### config.mk
export PLATFORM = sky130hd
export DESIGN_NAME = ray_accum_ftb
export DESIGN_NICKNAME = d
export VERILOG_FILES = /design/src/rtl/ray_accum_pkg.sv /design/src/rtl/ray_accum_walk.sv /design/src/rtl/ray_accum_store.sv /design/src/rtl/ray_accum_blend.sv /design/src/rtl/ray_accum_ftb.sv
export SDC_FILE = /design/constraint.sdc
export NUM_CORES = 2
export LEC_CHECK = 0
export ABC_AREA = 1
export BUFFER_PORTS_ARGS = -buffer_cell sky130_fd_sc_hd__buf_4
export CORE_ASPECT_RATIO = 0.9
export CORE_MARGIN = 1
export CORE_UTILIZATION = 58
export CTS_BUF_LIST = sky130_fd_sc_hd__clkbuf_16
export DETAILED_ROUTE_END_ITERATION = 8
export PLACE_DENSITY = 0.77
export SLEW_MARGIN = 30
export SYNTH_ARGS = -nofsm -noshare
export SYNTH_HDL_FRONTEND = slang
export SYNTH_SLANG_ARGS = --single-unit
### constraint.sdc
create_clock -name clk -period 11.26 [get_ports clk]
set_clock_uncertainty 0.15 [all_clocks]
set_input_delay 0.563 -clock clk [delete_from_list [all_inputs] [get_ports clk]]
set_output_delay 0.563 -clock clk [all_outputs]
set_load 0.005 [all_outputs]
### src/rtl/ray_accum_pkg.sv
package ray_accum_pkg;

   typedef struct packed {
      logic start;
      logic forget;
      logic exit_x;
      logic exit_y;
      logic step_x;
      logic step_y;
   } tag_t;

endpackage

### src/rtl/ray_accum_walk.sv
module ray_accum_walk #(
   parameter int NX = 8,
   parameter int NY = 8,
   parameter int NZ = 8,
   parameter int XW = 3,
   parameter int YW = 3,
   parameter int ZW = 3
) (
   input  logic          clk,
   input  logic          rst_n,
   input  logic          adv,
   input  logic          restart,
   output logic [XW-1:0] cur_x,
   output logic [YW-1:0] cur_y,
   output logic [ZW-1:0] cur_z
);

   logic [XW-1:0] cnt_x;
   logic [YW-1:0] cnt_y;
   logic [ZW-1:0] cnt_z;

   assign cur_x = restart ? '0 : cnt_x;
   assign cur_y = restart ? '0 : cnt_y;
   assign cur_z = restart ? '0 : cnt_z;

   always_ff @(posedge clk) begin
      if (!rst_n) begin
         cnt_x <= '0;
         cnt_y <= '0;
         cnt_z <= '0;
      end else if (adv) begin
         if (int'(cur_x) == NX - 1) begin
            cnt_x <= '0;
            if (int'(cur_y) == NY - 1) begin
               cnt_y <= '0;
               cnt_z <= (int'(cur_z) == NZ - 1) ? '0 : cur_z + 1'b1;
            end else begin
               cnt_y <= cur_y + 1'b1;
               cnt_z <= cur_z;
            end
         end else begin
            cnt_x <= cur_x + 1'b1;
            cnt_y <= cur_y;
            cnt_z <= cur_z;
         end
      end
   end

   assert_pos_range_R9: assert property (@(posedge clk) disable iff (!rst_n)
      (int'(cnt_x) < NX) && (int'(cnt_y) < NY) && (int'(cnt_z) < NZ));

endmodule

### src/rtl/ray_accum_store.sv
module ray_accum_store #(
   parameter int DW    = 32,
   parameter int DEPTH = 64,
   parameter int AW    = 6
) (
   input  logic          clk,
   input  logic          rst_n,
   input  logic          rd_en,
   input  logic [AW-1:0] rd_addr,
   input  logic          wr_en,
   input  logic [AW-1:0] wr_addr,
   input  logic [DW-1:0] wr_data,
   output logic [DW-1:0] rd_data
);

   if (DEPTH > (1 << AW)) begin : g_bad_depth
      $error("ray_accum_store: DEPTH exceeds address range");
   end

   logic [DW-1:0] mem [DEPTH];

   always_ff @(posedge clk) begin
      if (!rst_n) begin
         for (int i = 0; i < DEPTH; i++) mem[i] <= '0;
         rd_data <= '0;
      end else begin
         if (wr_en) mem[wr_addr] <= wr_data;
         if (rd_en) rd_data <= (wr_en && (wr_addr == rd_addr)) ? wr_data : mem[rd_addr];
      end
   end

   assert_fwd_R10: assert property (@(posedge clk) disable iff (!rst_n)
      (rd_en && wr_en && (rd_addr == wr_addr)) |=> (rd_data == $past(wr_data)));

endmodule

### src/rtl/ray_accum_blend.sv
module ray_accum_blend #(
   parameter int CW = 8
) (
   input  logic [4*CW-1:0] prior,
   input  logic [4*CW-1:0] smp,
   output logic [4*CW-1:0] result,
   output logic [CW-1:0]   weight
);

   localparam int MAXV = (1 << CW) - 1;
   localparam int HALF = 1 << (CW - 1);

   function automatic logic [CW-1:0] div_max(input logic [2*CW-1:0] v);
      logic [2*CW:0] s;
      logic [2*CW:0] u;
      s = {1'b0, v} + (2*CW+1)'(HALF);
      u = s + (s >> CW);
      return u[2*CW-1:CW];
   endfunction

   function automatic logic [CW-1:0] sat_add(input logic [CW-1:0] x, input logic [CW-1:0] y);
      logic [CW:0] s;
      s = {1'b0, x} + {1'b0, y};
      return s[CW] ? CW'(MAXV) : s[CW-1:0];
   endfunction

   logic [CW-1:0] acc_a;
   logic [CW-1:0] new_a;
   logic [CW-1:0] w;

   assign acc_a = prior[CW-1:0];
   assign new_a = smp[CW-1:0];
   assign w     = div_max({{CW{1'b0}}, ~acc_a} * {{CW{1'b0}}, new_a});
   assign weight = w;
   assign result[CW-1:0] = sat_add(acc_a, w);

   for (genvar ch = 1; ch < 4; ch++) begin : g_chan
      logic [CW-1:0] inc;
      assign inc = div_max({{CW{1'b0}}, w} * {{CW{1'b0}}, smp[ch*CW +: CW]});
      assign result[ch*CW +: CW] = sat_add(prior[ch*CW +: CW], inc);
   end

endmodule

### src/rtl/ray_accum_ftb.sv
module ray_accum_ftb
   import ray_accum_pkg::*;
#(
   parameter int CW = 8,
   parameter int NX = 8,
   parameter int NY = 8,
   parameter int NZ = 8
) (
   input  logic                  clk,
   input  logic                  rst_n,
   input  logic                  smp_valid,
   input  logic [CW-1:0]         smp_r,
   input  logic [CW-1:0]         smp_g,
   input  logic [CW-1:0]         smp_b,
   input  logic [CW-1:0]         smp_a,
   input  logic                  tag_start,
   input  logic                  tag_forget,
   input  logic                  tag_exit_x,
   input  logic                  tag_exit_y,
   input  logic                  tag_step_x,
   input  logic                  tag_step_y,
   output logic                  pix_valid,
   output logic [CW-1:0]         pix_r,
   output logic [CW-1:0]         pix_g,
   output logic [CW-1:0]         pix_b,
   output logic [CW-1:0]         pix_a,
   output logic [$clog2(NX)-1:0] pix_x,
   output logic [$clog2(NY)-1:0] pix_y
);

   localparam int XW    = $clog2(NX);
   localparam int YW    = $clog2(NY);
   localparam int ZW    = (NZ > 1) ? $clog2(NZ) : 1;
   localparam int DEPTH = NX * NY;
   localparam int AW    = $clog2(DEPTH);
   localparam int DW    = 4 * CW;

   if (CW < 4 || CW > 12) begin : g_bad_cw
      $error("ray_accum_ftb: CW must lie in 4..12");
   end
   if (NX < 2 || NY < 2 || NZ < 2) begin : g_bad_dim
      $error("ray_accum_ftb: NX, NY and NZ must each be at least 2");
   end

   tag_t tg;
   assign tg = '{start: tag_start, forget: tag_forget, exit_x: tag_exit_x,
                 exit_y: tag_exit_y, step_x: tag_step_x, step_y: tag_step_y};

   // position of the incoming sample
   logic [XW-1:0] cur_x;
   logic [YW-1:0] cur_y;
   logic [ZW-1:0] cur_z;

   ray_accum_walk #(.NX(NX), .NY(NY), .NZ(NZ), .XW(XW), .YW(YW), .ZW(ZW)) u_walk (
      .clk     (clk),
      .rst_n   (rst_n),
      .adv     (smp_valid),
      .restart (tg.start),
      .cur_x   (cur_x),
      .cur_y   (cur_y),
      .cur_z   (cur_z)
   );

   // entry the ray left behind in the previous slice
   logic [XW:0]   rd_x;
   logic [YW:0]   rd_y;
   logic          rd_zero;
   logic [AW-1:0] rd_addr;

   assign rd_x    = {1'b0, cur_x} + {{XW{1'b0}}, tg.step_x};
   assign rd_y    = {1'b0, cur_y} + {{YW{1'b0}}, tg.step_y};
   assign rd_zero = (cur_z == '0) || (int'(rd_x) >= NX) || (int'(rd_y) >= NY);
   assign rd_addr = AW'(int'(rd_y[YW-1:0]) * NX + int'(rd_x[XW-1:0]));

   // stage 1: buffer data returns, composite is formed
   logic          s1_v;
   logic          s1_forget;
   logic          s1_exit;
   logic          s1_zero;
   logic [XW-1:0] s1_x;
   logic [YW-1:0] s1_y;
   logic [DW-1:0] s1_smp;

   always_ff @(posedge clk) begin
      if (!rst_n) begin
         s1_v      <= 1'b0;
         s1_forget <= 1'b0;
         s1_exit   <= 1'b0;
         s1_zero   <= 1'b0;
         s1_x      <= '0;
         s1_y      <= '0;
         s1_smp    <= '0;
      end else begin
         s1_v      <= smp_valid;
         s1_forget <= tg.forget;
         s1_exit   <= tg.exit_x | tg.exit_y;
         s1_zero   <= rd_zero;
         s1_x      <= cur_x;
         s1_y      <= cur_y;
         s1_smp    <= {smp_r, smp_g, smp_b, smp_a};
      end
   end

   logic          wr_en;
   logic [AW-1:0] wr_addr;
   logic [DW-1:0] wr_data;
   logic [DW-1:0] rd_data;
   logic [DW-1:0] prior;
   logic [DW-1:0] blended;
   logic [CW-1:0] weight;

   assign wr_en   = s1_v && !s1_forget;
   assign wr_addr = AW'(int'(s1_y) * NX + int'(s1_x));
   assign wr_data = s1_exit ? '0 : blended;
   assign prior   = s1_zero ? '0 : rd_data;

   ray_accum_store #(.DW(DW), .DEPTH(DEPTH), .AW(AW)) u_store (
      .clk     (clk),
      .rst_n   (rst_n),
      .rd_en   (smp_valid),
      .rd_addr (rd_addr),
      .wr_en   (wr_en),
      .wr_addr (wr_addr),
      .wr_data (wr_data),
      .rd_data (rd_data)
   );

   ray_accum_blend #(.CW(CW)) u_blend (
      .prior  (prior),
      .smp    (s1_smp),
      .result (blended),
      .weight (weight)
   );

   always_ff @(posedge clk) begin
      if (!rst_n) begin
         pix_valid <= 1'b0;
         pix_r     <= '0;
         pix_g     <= '0;
         pix_b     <= '0;
         pix_a     <= '0;
         pix_x     <= '0;
         pix_y     <= '0;
      end else begin
         pix_valid <= s1_v && !s1_forget && s1_exit;
         if (s1_v && !s1_forget && s1_exit) begin
            {pix_r, pix_g, pix_b, pix_a} <= blended;
            pix_x <= s1_x;
            pix_y <= s1_y;
         end
      end
   end

   assert_pix_cause_R3: assert property (@(posedge clk) disable iff (!rst_n)
      pix_valid |-> $past(smp_valid && (tag_exit_x || tag_exit_y) && !tag_forget, 2));

   assert_forget_silent_R7: assert property (@(posedge clk) disable iff (!rst_n)
      (smp_valid && tag_forget) |=> ##1 !pix_valid);

   assert_alpha_grows_R1: assert property (@(posedge clk) disable iff (!rst_n)
      s1_v |-> (blended[CW-1:0] >= prior[CW-1:0]));

   assert_colour_step_R2: assert property (@(posedge clk) disable iff (!rst_n)
      s1_v |-> ((blended[DW-1 -: CW] >= prior[DW-1 -: CW]) &&
                ((blended[DW-1 -: CW] - prior[DW-1 -: CW]) <= weight)));

endmodule

==> flow_metrics.tcl <==
set metrics [dict create \
    outcome "complete, but fails checks" \
    failed_checks "setup timing" \
    drcViolationCount 0 \
    cp.arrival_ns 12.81 \
    port_buffers 79 \
    hold_violations 0 \
    holdPathEnd "s1_smp[4]" \
    setup_violations 1584 \
    drt_pass1_iterations 8 \
    timing.final.crit_period_ns 12.35 \
    worstHoldStart "rst_n" \
    rsz0062_at_grt "true" \
    worst_slew_margin_rel_pct 29.4 \
    drive_gt1_share_pct 14.3 \
    place_area_um2 113000 \
    fmax_mhz 80.9 \
    synth_ff_type "edfxtp_1" \
    slowest_delay_ns 0.59 \
    synth_cells 10979 \
    worst_pin_slew_ns 1.06 \
    drv_slew 0 \
    syn-mean-instance-area_um2 9.77 \
    antenna_found_initial 16 \
    cp-end-kind "flop" \
    yosysTopAreaCell "edfxtp_1" \
    ys_warn_count 0 \
    clock_sinks 2170 \
    yosys-top-cells-area "edfxtp_1, nor2_1, o21ai_0, o22ai_1, nand2_1" \
    via_per_inst 6.44 \
    holdPathStages 3 \
    dp_slack_ns -1.48 \
    critPathKind "reg -> reg" \
    synthArstFlopShare_pct 0 \
    synth_edf_count 2048 \
    grt_usage_pct 37.8 \
    die_h_um 410 \
    cp.required_ns 11.72 \
    rrSetupSlack_ns -1.09 \
    fin_ws_ns -1.09 \
    clockBufferDepth 3 \
    r2r_cells 71 \
    cp_slowest_cell "fa_1" \
    initialDrtViolationCount 14588 \
    hpwl_um 204000 \
    synth_seq_cells 2170 \
    finalNetCount 11562 \
    vias 88396 \
    coreArea_um2 183000 \
    syn_area_um2 107000 \
    wl_um 359000 \
    synth_top_area_share_pct 57.3 \
    path_clk_slew_ns 0.07 \
    dieWidth_um 455 \
    ant_nets 0 \
    grt_pass1_vias 86058 \
    finalInstanceArea_um2 123000 \
    grt_overflow_total 0 \
    crit-reg2reg-launch "s1_zero" \
    critPathMaxFanout 8 \
    clock_latency_ns 0.90 \
    worst_path_most_repeated_cell "nand2_2" \
    clock-root-buffer "clkbuf_16" \
    yosysMostFrequentCell "nor2_1" \
    grt_max_degree 191 \
    die-area_um2 187000 \
    start_util_pct 58.5 \
    synth_seq_area_share_pct 59.6 \
    ys_types 54 \
    syn_nets 11412 \
    syn2layout_area_growth_pct 15.0 \
    ys_top_cells_by_count "nor2_1, edfxtp_1, o21ai_0" \
    r2r_end "u_store.mem[59][31]" \
    maxCapViolCount 0 \
    row_count 149 \
    period_share_pct 110 \
    hold_class "in -> reg" \
    htree_levels 4 \
    cts_buffers 207 \
    gp_congestion 0.968 \
    crit_path_start_kind "flop" \
    cts_tree "done" \
    grt_pass1_wl_um 527000 \
    wl_per_cell_um 26.2 \
    boundaryPins 80 \
]
-- sequential cells by signal, summed over array words and instances, names as in the netlist, 8 cells and up --
name	count
pix_a	8
pix_r	8
pix_b	8
u_store.mem	2048
u_store.rd_data	32
pix_g	8
s1_smp	32
-- what timing repair did --
| action | CTS | global route |
|---|---|---|
| endpoints found under the setup margin | 1584 | 1584 |
| hold buffers | 38 | 0 |
| gates cloned | 28 | 1 |
| pin swaps | 90 | 111 |
| gates resized for setup | 226 | 172 |
| endpoints found under the hold margin | 42 | 0 |
| setup buffers | 73 | 26 |
-- placed cells by master (no fill, tap or decap), drive strengths merged, types with 2 or more instances in the layout --
| cell type | count |
|---|---|
| nor2 | 3544 |
| edfxtp | 2048 |
| o21ai | 1279 |
| nand2 | 838 |
| buf | 814 |
| inv | 585 |
| o22ai | 527 |
| ha | 240 |
| o211ai | 219 |
| clkbuf | 210 |
| nand3 | 153 |
| fa | 152 |
| dfxtp | 122 |
| a21oi | 120 |
| clkinv | 107 |
| or2 | 68 |
| o21bai | 47 |
| xor2 | 45 |
| nor3 | 39 |
| dlygate4sd3 | 38 |
| xnor2 | 25 |
| nand4 | 17 |
| a31oi | 11 |
| nor4 | 10 |
| bufinv | 9 |
| a21o | 8 |
| clkinvlp | 8 |
| bufbuf | 6 |
| diode | 4 |
| o21a | 4 |
| nand3b | 4 |
| and2 | 2 |
| a211oi | 2 |
-- critical path: cells and delay by family, from the launching register on --
kind,cells,cell delay [ns]
compound gates,13,1.87
xor+xnor,2,0.34
fa+ha+maj,13,5.24
buf+inv,15,1.72
flops,1,0.37
simple gates,28,2.35
-- logic make-up after synthesis --
kind of cell	count (synthesis)	share of synthesized area, %
adders and majority gates	392	5.64
buffers and inverters	1452	5.43
AOI/OAI and AO/OA	2218	11.8
and+or+nand+nor	4677	16.9
DFF	2170	59.6
xor gates and xnor gates	70	0.634
-- worst max-delay path by stage --
stage	startpoint	end	cells past startpoint
detailed placement	s1_zero	u_store.mem[51][31]	69
CTS	s1_zero	u_store.mem[58][31]	72
finish	s1_zero	u_store.mem[59][31]	71
global route	s1_zero	u_store.mem[37][23]	71
floorplan	s1_zero	u_store.mem[13][18]	73
global placement	s1_zero	u_store.mem[56][31]	71
-- cell type report --
cell class              count  area [um2]
fillers                 13414       60100
diodes                      4        10.0
clock inverters           177        1210
multi-input cells        7359       39600
repair buffers            859        8340
inverters                 531        2060
flip-flops and latches   2170       63900
repair inverters            1        6.26
clock buffers             209        5230
well taps                2416        3020
-- stage by stage --
stage | cells | setup TNS, ns | util, % | hold WS, ns
after floorplan | 10979 | -287.83 | - | 0.286
after global placement | 13174 | -1724.66 | 61.8 | 0.303
after detailed placement | 13174 | -1913.99 | 61.8 | 0.308
after CTS | 13697 | -1082.42 | 66.8 | 0.00315
after global routing | 13723 | -2293.70 | 67.3 | 0.0679
final | 13726 | -1398.46 | 67.3 | 0.0312
-- per-layer routing --
metal | vias up | global-route usage, % | wire length (um) | share of wire (%)
met5 | - | 1.33 | 472 | 0.13
met4 | 28 | 20.1 | 22200 | 6.2
met3 | 1300 | 12.3 | 57800 | 16
met2 | 7105 | 56.6 | 158000 | 44
met1 | 42283 | 48.8 | 121000 | 34
li1 | 37680 | - | - | -
Power is left out: the tool's default activity adds up to more than one toggle a clock period on the data nets, which glitch-free logic cannot reach.
